--- src/rtl/gfp_pkg.sv ---
package gfp_pkg;
    typedef enum logic [1:0] {
        TC_SRC  = 2'd0,
        RE_SRC  = 2'd1,
        SUB_SRC = 2'd2
    } sched_e;

    typedef enum logic [1:0] {
        CL_LOW = 2'd0,
        CL_MID = 2'd1,
        CL_MAX = 2'd2
    } wclass_e;
endpackage

--- src/rtl/gfp_width_class.sv ---
module gfp_width_class
    import gfp_pkg::*;
#(
    parameter int W = 8
) (
    input  logic [W-1:0] w_i,
    input  logic [W-1:0] thr_i,
    input  logic [W-1:0] maxw_i,
    output wclass_e      cls_o
);
    always_comb begin
        if (w_i >= maxw_i)     cls_o = CL_MAX;
        else if (w_i > thr_i)  cls_o = CL_MID;
        else                   cls_o = CL_LOW;
    end
endmodule

--- src/rtl/gfp_wait_calc.sv ---
module gfp_wait_calc #(
    parameter int W = 8
) (
    input  logic [W-1:0] w0_i,
    input  logic [W-1:0] w1_i,
    input  logic [W-1:0] irq_i,
    output logic         need_o,
    output logic [W-1:0] dly_o
);
    localparam int WX = W + 1;
    logic [WX-1:0] sum;
    logic [WX-1:0] diff;

    always_comb begin
        sum    = {1'b0, w1_i} + {1'b0, irq_i};
        need_o = ({1'b0, w0_i} > sum);
        diff   = {1'b0, w0_i} - sum;
        dly_o  = diff[W-1:0];
    end
endmodule

--- src/rtl/gfp_wait_timer.sv ---
module gfp_wait_timer #(
    parameter int W = 8
) (
    input  logic         clk,
    input  logic         rst_n,
    input  logic         start_i,
    input  logic [W-1:0] dly_i,
    input  logic [W-1:0] val_i,
    output logic         busy_o,
    output logic         fire_o,
    output logic [W-1:0] val_o
);
    logic [W-1:0] cnt_q;
    logic [W-1:0] val_q;
    logic         busy_q;

    assign busy_o = busy_q;
    assign val_o  = val_q;
    assign fire_o = busy_q && (cnt_q == W'(1));

    always_ff @(posedge clk or negedge rst_n) begin
        if (!rst_n) begin
            cnt_q  <= '0;
            val_q  <= '0;
            busy_q <= 1'b0;
        end else if (start_i) begin
            cnt_q  <= dly_i;
            val_q  <= val_i;
            busy_q <= 1'b1;
        end else if (fire_o) begin
            busy_q <= 1'b0;
        end else if (busy_q) begin
            cnt_q  <= cnt_q - W'(1);
        end
    end

    // the countdown steps by exactly one each clock while armed
    p_wait_step_r5: assert property (@(posedge clk) disable iff (!rst_n)
        (busy_q && cnt_q > W'(1) && !start_i) |=> (busy_q && (cnt_q + W'(1)) == $past(cnt_q)));
    // the timer disarms after firing
    p_wait_done_r5: assert property (@(posedge clk) disable iff (!rst_n)
        (fire_o && !start_i) |=> !busy_q);
endmodule

--- src/rtl/gfp_sequencer.sv ---
module gfp_sequencer
    import gfp_pkg::*;
#(
    parameter int W = 8
) (
    input  logic         clk,
    input  logic         rst_n,
    input  logic [W-1:0] thr_i,
    input  logic [W-1:0] maxw_i,
    input  logic [W-1:0] irq_cyc_i,
    input  logic         w_valid_i,
    input  logic [W-1:0] w_data_i,
    output logic         w_ready_o,
    input  logic         tc_i,
    input  logic         re_i,
    output logic         cmp_we_o,
    output logic [W-1:0] cmp_o,
    output logic         src_re_o,
    output logic         err_o,
    output logic         underrun_o
);
    sched_e       state_q, state_d;
    logic         pend_q, pend_d;
    logic [W-1:0] pendv_q, pendv_d;
    logic         skip_q, skip_d;
    logic [W-1:0] w0_q, w0_d;

    wclass_e      cls;
    logic         need_wait;
    logic [W-1:0] dly;
    logic         busy, fire;
    logic [W-1:0] fire_val;

    logic         take, we_now, start_w, err_d, und_d;
    logic [W-1:0] we_val;

    gfp_width_class #(.W(W)) u_cls (
        .w_i(w_data_i), .thr_i(thr_i), .maxw_i(maxw_i), .cls_o(cls)
    );

    gfp_wait_calc #(.W(W)) u_calc (
        .w0_i(w0_q), .w1_i(w_data_i), .irq_i(irq_cyc_i),
        .need_o(need_wait), .dly_o(dly)
    );

    gfp_wait_timer #(.W(W)) u_tmr (
        .clk(clk), .rst_n(rst_n), .start_i(start_w), .dly_i(dly),
        .val_i(w_data_i), .busy_o(busy), .fire_o(fire), .val_o(fire_val)
    );

    assign w_ready_o = take;

    // next-state and action decode
    always_comb begin
        state_d = state_q;
        pend_d  = pend_q;
        pendv_d = pendv_q;
        skip_d  = skip_q;
        w0_d    = w0_q;
        take    = 1'b0;
        we_now  = 1'b0;
        we_val  = w_data_i;
        start_w = 1'b0;
        err_d   = 1'b0;
        und_d   = 1'b0;

        if (!busy) begin
            unique case (state_q)
                TC_SRC: begin
                    if (tc_i) begin
                        if (pend_q) begin
                            we_now = 1'b1;
                            we_val = pendv_q;
                            w0_d   = pendv_q;
                            pend_d = 1'b0;
                        end else begin
                            take = 1'b1;
                        end
                    end
                end
                RE_SRC: begin
                    if (re_i) begin
                        if (skip_q) skip_d = 1'b0;
                        else        take   = 1'b1;
                    end
                end
                SUB_SRC: begin
                    if (tc_i) take = 1'b1;
                end
                default: ;
            endcase
        end

        if (take && !w_valid_i) begin
            und_d = 1'b1;
        end else if (take) begin
            unique case (state_q)
                TC_SRC: begin
                    if (cls == CL_MAX) begin
                        err_d = 1'b1;
                    end else begin
                        we_now = 1'b1;
                        w0_d   = w_data_i;
                        if (cls == CL_MID) state_d = RE_SRC;
                    end
                end
                RE_SRC, SUB_SRC: begin
                    if (cls == CL_LOW) begin
                        we_now  = 1'b1;
                        we_val  = thr_i;
                        pend_d  = 1'b1;
                        pendv_d = w_data_i;
                        w0_d    = w_data_i;
                        state_d = TC_SRC;
                    end else if (cls == CL_MID) begin
                        w0_d    = w_data_i;
                        state_d = RE_SRC;
                        if (state_q == SUB_SRC) skip_d = 1'b1;
                        if (need_wait) start_w = 1'b1;
                        else           we_now  = 1'b1;
                    end else begin
                        w0_d    = maxw_i;
                        state_d = SUB_SRC;
                        if (state_q == RE_SRC) begin
                            we_now = 1'b1;
                            we_val = maxw_i;
                        end
                    end
                end
                default: ;
            endcase
        end
    end

    // state register
    always_ff @(posedge clk or negedge rst_n) begin
        if (!rst_n) begin
            state_q <= TC_SRC;
            pend_q  <= 1'b0;
            pendv_q <= '0;
            skip_q  <= 1'b0;
            w0_q    <= '0;
        end else begin
            state_q <= state_d;
            pend_q  <= pend_d;
            pendv_q <= pendv_d;
            skip_q  <= skip_d;
            w0_q    <= w0_d;
        end
    end

    // registered outputs
    always_ff @(posedge clk or negedge rst_n) begin
        if (!rst_n) begin
            cmp_we_o   <= 1'b0;
            cmp_o      <= '0;
            src_re_o   <= 1'b0;
            err_o      <= 1'b0;
            underrun_o <= 1'b0;
        end else begin
            cmp_we_o   <= we_now | fire;
            if (we_now)    cmp_o <= we_val;
            else if (fire) cmp_o <= fire_val;
            src_re_o   <= (state_d == RE_SRC);
            err_o      <= err_d;
            underrun_o <= und_d;
        end
    end

    // a forbidden jump never produces a compare write
    p_err_quiet_r3: assert property (@(posedge clk) disable iff (!rst_n)
        err_o |-> !cmp_we_o);
    // an underrun never produces a compare write
    p_und_quiet_r11: assert property (@(posedge clk) disable iff (!rst_n)
        underrun_o |-> !cmp_we_o);
    // consumption only happens on an event
    p_ready_evt_r12: assert property (@(posedge clk) disable iff (!rst_n)
        w_ready_o |-> (tc_i || re_i));
    // a maximum width held in SUB_SRC writes nothing
    p_full_hold_r7: assert property (@(posedge clk) disable iff (!rst_n)
        (state_q == SUB_SRC && tc_i && !busy && w_valid_i && cls == CL_MAX) |=> !cmp_we_o);
    // the edge right after full-to-edge consumes nothing
    p_skip_edge_r8: assert property (@(posedge clk) disable iff (!rst_n)
        (state_q == RE_SRC && skip_q && re_i) |-> !w_ready_o);
    // no width is taken while a delayed write is armed
    p_busy_idle_r10: assert property (@(posedge clk) disable iff (!rst_n)
        busy |-> !w_ready_o);
endmodule

--- config.mk ---
export PLATFORM = sky130hd
export DESIGN_NAME = gfp_sequencer
export DESIGN_NICKNAME = d
export VERILOG_FILES = /design/src/rtl/gfp_pkg.sv /design/src/rtl/gfp_width_class.sv /design/src/rtl/gfp_wait_calc.sv /design/src/rtl/gfp_wait_timer.sv /design/src/rtl/gfp_sequencer.sv
export SDC_FILE = /design/constraint.sdc
export NUM_CORES = 1
export LEC_CHECK = 0
export BUFFER_PORTS_ARGS = -buffer_cell sky130_fd_sc_hd__buf_2
export CAP_MARGIN = 20
export CORE_MARGIN = 1
export CORE_UTILIZATION = 44
export CTS_BUF_LIST = sky130_fd_sc_hd__clkbuf_4 sky130_fd_sc_hd__clkbuf_8
export CTS_CLUSTER_SIZE = 16
export DETAILED_ROUTE_END_ITERATION = 12
export PLACE_DENSITY = 0.76
export SYNTH_ARGS = -nofsm -noshare
export SYNTH_HDL_FRONTEND = slang
export SYNTH_SLANG_ARGS = --single-unit
--- constraint.sdc ---
create_clock -name clk -period 6.2 [get_ports clk]
set_input_delay 0.93 -clock clk [delete_from_list [all_inputs] [get_ports clk]]
set_output_delay 0.93 -clock clk [all_outputs]
set_load 0.03 [all_outputs]
==> results by stage, run 1 <==
Die:
- The effective utilization at floorplan is 0.455.
- The floorplan has 33 rows.
- The die covers roughly 8800 um^2.
- The core region is between 8000 and 9000 um^2.
- 50 I/O pins were placed.
- The height of the die is approximately 94 um.
- The width of the chip is 93.9 um.

Clocking:
- TritonCTS built the clock tree.
- Clock-pin slew was measured on the worst setup and hold paths at 0.09 ns.
- In this run the number of H-tree levels came out at 2.
- Clock tree synthesis inserted a total of 5 buffers.
- The clock latency at the later pin of the worst-skew pair is roughly 0.30 ns.
- Once the clock tree was built, the setup fixing pass inserted 0 buffers.
- The number of clock sinks is 49.
- The post-cts repair resize count is 0.
- The number of buffers on the longest clock path is 2.
- Hold repair after CTS inserted 0 buffers.
- The tree is rooted in a sky130_fd_sc_hd__clkbuf_8.

Pwr:
- The power density over the cells is between 150 and 200 nW/um^2.
- In this run the static leakage power is 0.00212 uW.
- The largest voltage drop on the vdd net is just over 80 uV.

Timing:
- At the pin with the least slew margin, the transition time is about 1 ns.
- Setup repair after global routing left no endpoint under its margin.
- The number of hold violations in the final report is 0.
- The summed negative setup slack over all endpoints is 0 ns.
- Of the available clock period, the critical path in the final layout requires 0.666.
- Setup violations remaining at the end of the flow were counted as 0.
- The number of slew-limit violations in the final report is 0.
- The shortest period the worst path allows is 4.13 ns.
- The maximum clock rate is 242 MHz.
- On the final layout, the worst clock skew is 0.00391 ns.
- The relative slew slack is 0.327.

Worst setup path:
- The maximum fanout along the worst path is 23.
- Data arrives at the worst endpoint at roughly 4.3 ns.
- The worst setup path is launched from a primary input.
- The worst setup path is of the in -> reg kind.
- STA classifies the critical path endpoint as a flop.
- The category of cells accounting for the largest share of critical-path delay is compound AO/OA/AOI/OAI gates.
- The cell with the biggest individual delay on the critical path is sky130_fd_sc_hd__fa_1.
- The critical path goes through buf_2 -> ha_1 -> inv_1 -> fa_1 -> nor2b_1 -> o31a_1 -> o22ai_1 -> xor2_1 -> ha_1 -> o21ai_0 -> nor2_1 -> o221a_2 -> o221a_2 -> nand4_4 -> and2_1 -> a211o_1.
- The data required time at the worst endpoint is roughly 6.4 ns.
- The total buffers and inverters traversed by the critical path is 2.
- The worst stage delay on the critical path is 0.39 ns.

GRT:
- The via count of the first global-routing pass is around 3,100.
- The first global-routing pass estimated approximately 15 mm of wire.
- The leftover overflow at the end of global routing is 0.
- The initial antenna violation count is 0.
- In the global route stage, overall resource usage came out at 0.224.
- Entering global routing, the biggest net connects 50 pins.

Synthesis:
- The number of nets produced by synthesis is approximately 460.
- The primary flip-flop cell chosen by synthesis mapping is sky130_fd_sc_hd__dfrtp_1.
- The adder and majority gate portion of the synthesized area is 0.139.
- A synthesized cell averages about 9.8 um^2.
- The share of flip-flops with an asynchronous set or reset after synthesis is 1.00.
- The cell area that synthesis handed to floorplanning was 3720 um^2.
- The largest family of logic cells by synthesized area is compound AO/OA/AOI/OAI gates.
- Measured against the total synthesized area, the mux share comes to 0.110.
- By area the synthesized netlist is led by sky130_fd_sc_hd__dfrtp_1 33%, sky130_fd_sc_hd__ha_1 13%, sky130_fd_sc_hd__mux2i_1 4.6%, sky130_fd_sc_hd__o21ai_0 3.9%, sky130_fd_sc_hd__mux2_2 3.6%.
- The flop and latch count out of synthesis is 49.
- Of the total synthesized cell area, the portion taken by AND, OR, NAND and NOR gates is 0.125.
- Of the total synthesized cell area, the portion taken by XOR and XNOR cells is 0.0353.
- The distinct cell type count of the synthesized netlist is 60.
- Counting flops with a built-in enable in the synthesized netlist gives 0.
- The share of the synthesized area in the top cell type is 0.330.
- The cell count after synthesis is between 300 and 400.
- For this run, the number of Yosys warnings is 0.
- The area fraction in compound gates after synthesis is 0.210.
- The sequential element share of the synthesized area is 0.330.
- The synthesized design spends more area on one cell type than any other, namely sky130_fd_sc_hd__dfrtp_1.

Routing:
- The starting DRC count in detailed routing is 144.
- The post-route antenna net violation count is 0.
- In the routed design, unresolved DRC markers number 1.
- The wire length reported by the detailed router is slightly above 9 mm.
- For this run, the detailed router's first-pass iteration total came to 8.
- The number of vias in the routed layout is about 3,100.
- In the final routed layout, each cell accounts on average for around 17 um.
- Dividing the detail-routed via count by the number of cells gives 5.78.

Cells and area:
- The fraction of layout instances using a drive strength above 1 is 0.219.
- Leaving out filler cells and counting taps, the final layout contains 534.
- Relative to the synthesized area, the layout overhead comes to 11.4%.
- The number of antenna cells inserted is 0.
- At the end of the flow the core is filled with cells to 0.507.
- Counting the fill cells in the layout gives 778.
- Leaving out fill and tap cells, the most frequent cells in the layout are 49 x sky130_fd_sc_hd__dfrtp_1, 49 x sky130_fd_sc_hd__buf_2, 38 x sky130_fd_sc_hd__ha_1, 32 x sky130_fd_sc_hd__inv_1, 29 x sky130_fd_sc_hd__o21ai_0.
- The total number of nets in the final design is roughly 510.

Placed design:
- The final weighted congestion in routability-driven placement is just over 1.
- The number of port buffers is approximately 50.
- The total half-perimeter wirelength after legalization and detailed placement is between 7 and 8 mm.
- The cell total after placement is around 530.

Run status:
- The flow ran to the end, but the final reports show violations.
- The checks that failed: DRC.

Run:
- The tool flagged a number of max-cap violations equal to 0.

Min path:
- The worst hold path belongs to the class reg -> reg.
-- synthesized netlist by cell type (3+ instances only) --
library cell               number
sky130_fd_sc_hd__ha_1          38
sky130_fd_sc_hd__nor2_1        15
sky130_fd_sc_hd__or3_1          3
sky130_fd_sc_hd__clkbuf_1       3
sky130_fd_sc_hd__and3_1         4
sky130_fd_sc_hd__xnor2_1        7
sky130_fd_sc_hd__mux2_2        12
sky130_fd_sc_hd__a22oi_2        8
sky130_fd_sc_hd__a32oi_1        7
sky130_fd_sc_hd__mux2_4         4
sky130_fd_sc_hd__nor2b_1        4
sky130_fd_sc_hd__inv_1         32
sky130_fd_sc_hd__nand2_1       22
sky130_fd_sc_hd__mux2_1         4
sky130_fd_sc_hd__xor2_1         8
sky130_fd_sc_hd__o22ai_1        9
sky130_fd_sc_hd__nand3_1        5
sky130_fd_sc_hd__nor3_1         4
sky130_fd_sc_hd__dfrtp_1       49
sky130_fd_sc_hd__mux2i_1       17
sky130_fd_sc_hd__o21ai_0       29
sky130_fd_sc_hd__a21o_1         8
sky130_fd_sc_hd__nand2b_1       5
sky130_fd_sc_hd__a21oi_1       24
sky130_fd_sc_hd__and2_1         8
sky130_fd_sc_hd__buf_2          5
-- routing by layer --
layer  up-vias  global-route usage  part of all wire
li1       1488                   -                 -
met1      1485               0.301              0.44
met2       101               0.364              0.47
met3        11              0.0445             0.076
met4         0              0.0628             0.014
met5         -                   0                 0
-- cell type report --
class | instances | area (um^2) | area share
clock inverters | 1 | 7.51 | 0.00181
well taps | 105 | 131 | 0.0317
repair buffers | 52 | 268 | 0.0647
inverters | 32 | 120 | 0.0290
flip-flops and latches | 49 | 1230 | 0.296
multi-input cells | 288 | 2300 | 0.556
clock buffers | 7 | 83.8 | 0.0202
-- worst min-delay path, stage by stage, from the launching register on --
cell	delay [ns]
sky130_fd_sc_hd__dfrtp_1	0.34
sky130_fd_sc_hd__o21ai_0	0.08
sky130_fd_sc_hd__nand2_1	0.06
-- logic make-up (layout without fill, tap and decap cells) --
logic type	count (synthesis)	in the layout
and+or+nand+nor	86	86
adders and majority gates	40	40
DFF	49	49
muxes	37	37
xor gates and xnor gates	15	15
buffers and inverters	43	92
AOI/OAI and AO/OA	110	110
-- stage by stage --
stage	power (uW)	area (um^2)	hold slack (ns)	setup WS, ns
floorplan	425	3720	0.449	2.45
CTS	670	4140	0.515	2.11
global route	703	4140	0.543	1.87
detailed placement	475	4050	0.493	1.81
global placement	471	4050	0.480	1.93
finish	667	4140	0.506	2.07
-- flip-flops by register name (all words and copies together) (netlist names) --
signal	cells
cmp_we_o	1
err_o	1
underrun_o	1
state_q	2
pendv_q	8
src_re_o	1
u_tmr.busy_o	1
u_tmr.val_o	8
u_tmr.cnt_q	8
pend_q	1
cmp_o	8
skip_q	1
w0_q	8
-- path summary, 6_finish.rpt --
kind	cells past startpoint	slack (ns)	endpoint	start
worst max-delay path	16	2.07	u_tmr.cnt_q[4]	w_data_i[0]
worst min-delay path	2	0.51	skip_q	skip_q
worst max register to register	7	2.90	pendv_q[5]	state_q[1]
min in group asynchronous	2	0.72	u_tmr.busy_o	rst_n
max in group asynchronous	2	5.06	w0_q[4]	rst_n
worst min register to register	2	0.51	skip_q	skip_q
-- where the power goes --
group	total, uW	switching (uW)	internal, uW	leakage (uW)
logic	153	92.5	60.3	0.00145
registers	319	0	319	0.000623
clock network	195	106	88.8	0.0000453
total	667	199	468	0.00212
No activity file was read; power rests on OpenSTA's default activity.
==> inputs of run 2 (changes only) <==
- PLACE_DENSITY: 0.76 -> 0.78
- clock period: 6.2 -> 3.45 ns (I/O delays scaled with it)
==> results by stage, run 2 (synthesis gave the netlist of run 1 again) <==
Cells and area:
- The fraction of layout instances using a drive strength above 1 is 0.278 (+0.0588).
- The area overhead of the layout relative to synthesis is 18.6%.
- The fill cell instance count of the final layout is 762 (-2.1%).
- The top cell types in the final layout, fill and taps aside, are 49 x sky130_fd_sc_hd__dfrtp_1, 49 x sky130_fd_sc_hd__buf_2, 38 x sky130_fd_sc_hd__ha_1, 32 x sky130_fd_sc_hd__inv_1, 30 x sky130_fd_sc_hd__buf_4.
- The post-route cell area is 4410 um^2 (+6.5%).
- The count of placed standard cells in the final layout, fillers left out is 562 (+5.2%).
- The number of antenna cells inserted is 0 (unchanged).
- The total number of nets in the final design is 533 (+5.5%).

Routing:
- The count of TritonRoute iterations in the first routing pass was 4 (-4).
- The routed wirelength normalized by instance count is 17.3 um (+0.35%).
- The starting DRC count in detailed routing is 180 (+25%).
- The wire length reported by the detailed router came to 9.75 mm (+5.6%).
- The number of vias in the routed layout was 3,199 (+3.7%).
- The number of DRC violations after detailed routing is 0 (-1).
- The post-route antenna net violation count was 0 (unchanged).
- The average via count per standard cell is 5.69 (-1.5%).

Clocking:
- The clock latency at the later pin of the worst-skew pair is 0.30 ns (about the same).
- TritonCTS built the clock tree.
- The number of buffers on the longest clock path is 2 (unchanged).
- The clock-pin slew reported for the worst setup and hold paths after clock tree synthesis is 0.09 ns (about the same).
- The root buffer cell chosen for the clock tree is sky130_fd_sc_hd__clkbuf_8.
- The clock buffer count from CTS is 5 (unchanged).
- The level count of the clock H-tree is 2 (unchanged).
- The number of clock sinks is 49 (unchanged).
- The hold buffer count at CTS came to 0 (unchanged).

Worst setup path:
- The setup slack on the worst flop-to-flop path is 0.58 ns (-2.32 ns).
- The data arrival time of the critical path is 3.51 ns (-0.81 ns).
- The startpoint identified for the worst register-to-register timing path is state_q[1].
- The maximum fanout along the worst path is 10 (-57%).
- The worst setup path is captured at a flop.
- The type of the worst setup path is in -> reg.
- The path depth of the worst reg2reg path is 9 (+2).
- The data required time at the worst endpoint is 3.64 ns (-2.76 ns).
- The worst setup path is launched from a primary input.
- The destination of the worst register-to-register timing path is cmp_o[0].

Die:
- The height of the die is 93.9 um (unchanged).
- The core footprint is 8180 um^2 (unchanged).
- The count of boundary I/O pins is 50 (unchanged).
- The effective utilization at floorplan came to 0.455 (unchanged).
- The die outline area is 8820 um^2 (unchanged).
- The row count was 33 (unchanged).
- The width of the chip came to 93.9 um (unchanged).

Placed design:
- The cell total after placement came to 551 (+4.8%).
- The total half-perimeter wirelength after legalization and detailed placement came to 7.91 mm (+8.0%).
- The number of port buffers is 49 (unchanged).
- The area after detailed placement is 4240 um^2 (+4.6%).
- The final weighted congestion in routability-driven placement is 0.915 (-9.0%).

GRT:
- The initial antenna violation count is 0 (unchanged).
- The leftover overflow at the end of global routing is 0 (unchanged).
- The global-route wire length before repair is 15.6 mm (+3.3%).
- The via count of the first global-routing pass was 3,189 (+4.0%).
- The pin count of the biggest net entering global routing is 50 (unchanged).
- The total global routing track utilization is 0.233 (+0.00925).

Pwr:
- The largest voltage drop on the vdd net came to 145 uV (+78%).
- The power density over the cells is 301 nW/um^2 (+87%).
- The leakage power is 0.00227 uW (+7.4%).

Timing:
- The slew at the pin closest to its max-slew limit is 0.989 ns (-0.0182 ns).
- The worst clock skew is 0.00619 ns (+0.00229 ns).
- The number of hold violations in the final report was 0 (unchanged).
- The number of slew-limit violations in the final report is 0 (unchanged).
- The relative slew slack is 0.337 (+0.00989).
- The shortest period the worst path allows is roughly 3.3 ns.
- The number of endpoints failing setup at the final stage is 0 (unchanged).
- Timing would allow up to ~300 MHz.
- In the finished design, the share of the clock period the worst path needs comes to 0.965.
- The summed negative setup slack over all endpoints is 0 ns (unchanged).

Min path:
- The type of the worst min-delay path is in -> async.

Run status:
- The run finished with clean final reports.

Run:
- The number of maximum-capacitance violations came to 0 (unchanged).
run 2: how the worst max path moves through the flow:
stage	from	to	slack (ns)
after floorplan	irq_cyc_i[0]	cmp_o[6]	0.11
after global placement	w_data_i[0]	cmp_o[3]	0.0002
after detailed placement	w_data_i[1]	u_tmr.val_o[6]	-0.17
after CTS	w_data_i[1]	u_tmr.val_o[6]	0.09
after global routing	w_data_i[1]	u_tmr.val_o[5]	-0.006
final	irq_cyc_i[1]	u_tmr.val_o[6]	0.12
run 2: area by class of cell:
cell class                      instances  area [um^2]  share of cell area
Clock buffer                            7         90.1              0.0204
Sequential cell                        49         1230               0.278
Clock inverter                          1         30.0             0.00681
Inverter                               32          120              0.0272
Tap cell                              105          131              0.0298
Multi-Input combinational cell        288         2320               0.527
Timing Repair Buffer                   80          490               0.111
run 2: timing repair:
| item | 4_1_cts | 5_1_grt |
|---|---|---|
| buffers inserted | 0 | 2 |
| gates resized for setup | 0 | 6 |
| endpoints found under the setup margin | 0 | 16 |
run 2: per-layer routing:
| layer | wire (um) | global-route usage |
|---|---|---|
| met1 | 4370 | 0.307 |
| met2 | 4610 | 0.386 |
| met3 | 542 | 0.0372 |
| met4 | 220 | 0.0821 |
| met5 | 0 | 0 |
run 2: power breakdown:
part | switching, uW | leakage (uW) | internal, uW
registers | 0 | 0.000623 | 574
clock network | 185 | 0.0000619 | 244
logic | 182 | 0.00159 | 144
total | 366 | 0.00227 | 962
run 2: worst max-delay path: stages:
cell,delay [ns]
sky130_fd_sc_hd__buf_2,0.12
sky130_fd_sc_hd__ha_1,0.30
sky130_fd_sc_hd__a21o_1,0.18
sky130_fd_sc_hd__a21oi_1,0.17
sky130_fd_sc_hd__o21bai_1,0.11
sky130_fd_sc_hd__a21oi_2,0.18
sky130_fd_sc_hd__o21ai_0,0.13
sky130_fd_sc_hd__xnor2_1,0.15
sky130_fd_sc_hd__ha_1,0.36
sky130_fd_sc_hd__o21ai_2,0.08
sky130_fd_sc_hd__nor2_1,0.11
sky130_fd_sc_hd__o221a_2,0.21
sky130_fd_sc_hd__o221a_2,0.22
sky130_fd_sc_hd__nand4_4,0.14
sky130_fd_sc_hd__buf_4,0.22
sky130_fd_sc_hd__mux2_4,0.30
run 2: metrics by stage:
stage,total power [uW],worst slack [ns],hold slack (ns),util
6_report,1330,0.122,0.0584,0.539
5_1_grt,1400,-0.00591,0.0573,0.539
4_1_cts,1320,0.0948,0.381,0.533
3_5_place_dp,889,-0.175,0.482,0.518
3_3_place_gp,877,0.000215,0.464,0.518
2_1_floorplan,764,0.110,0.222,-
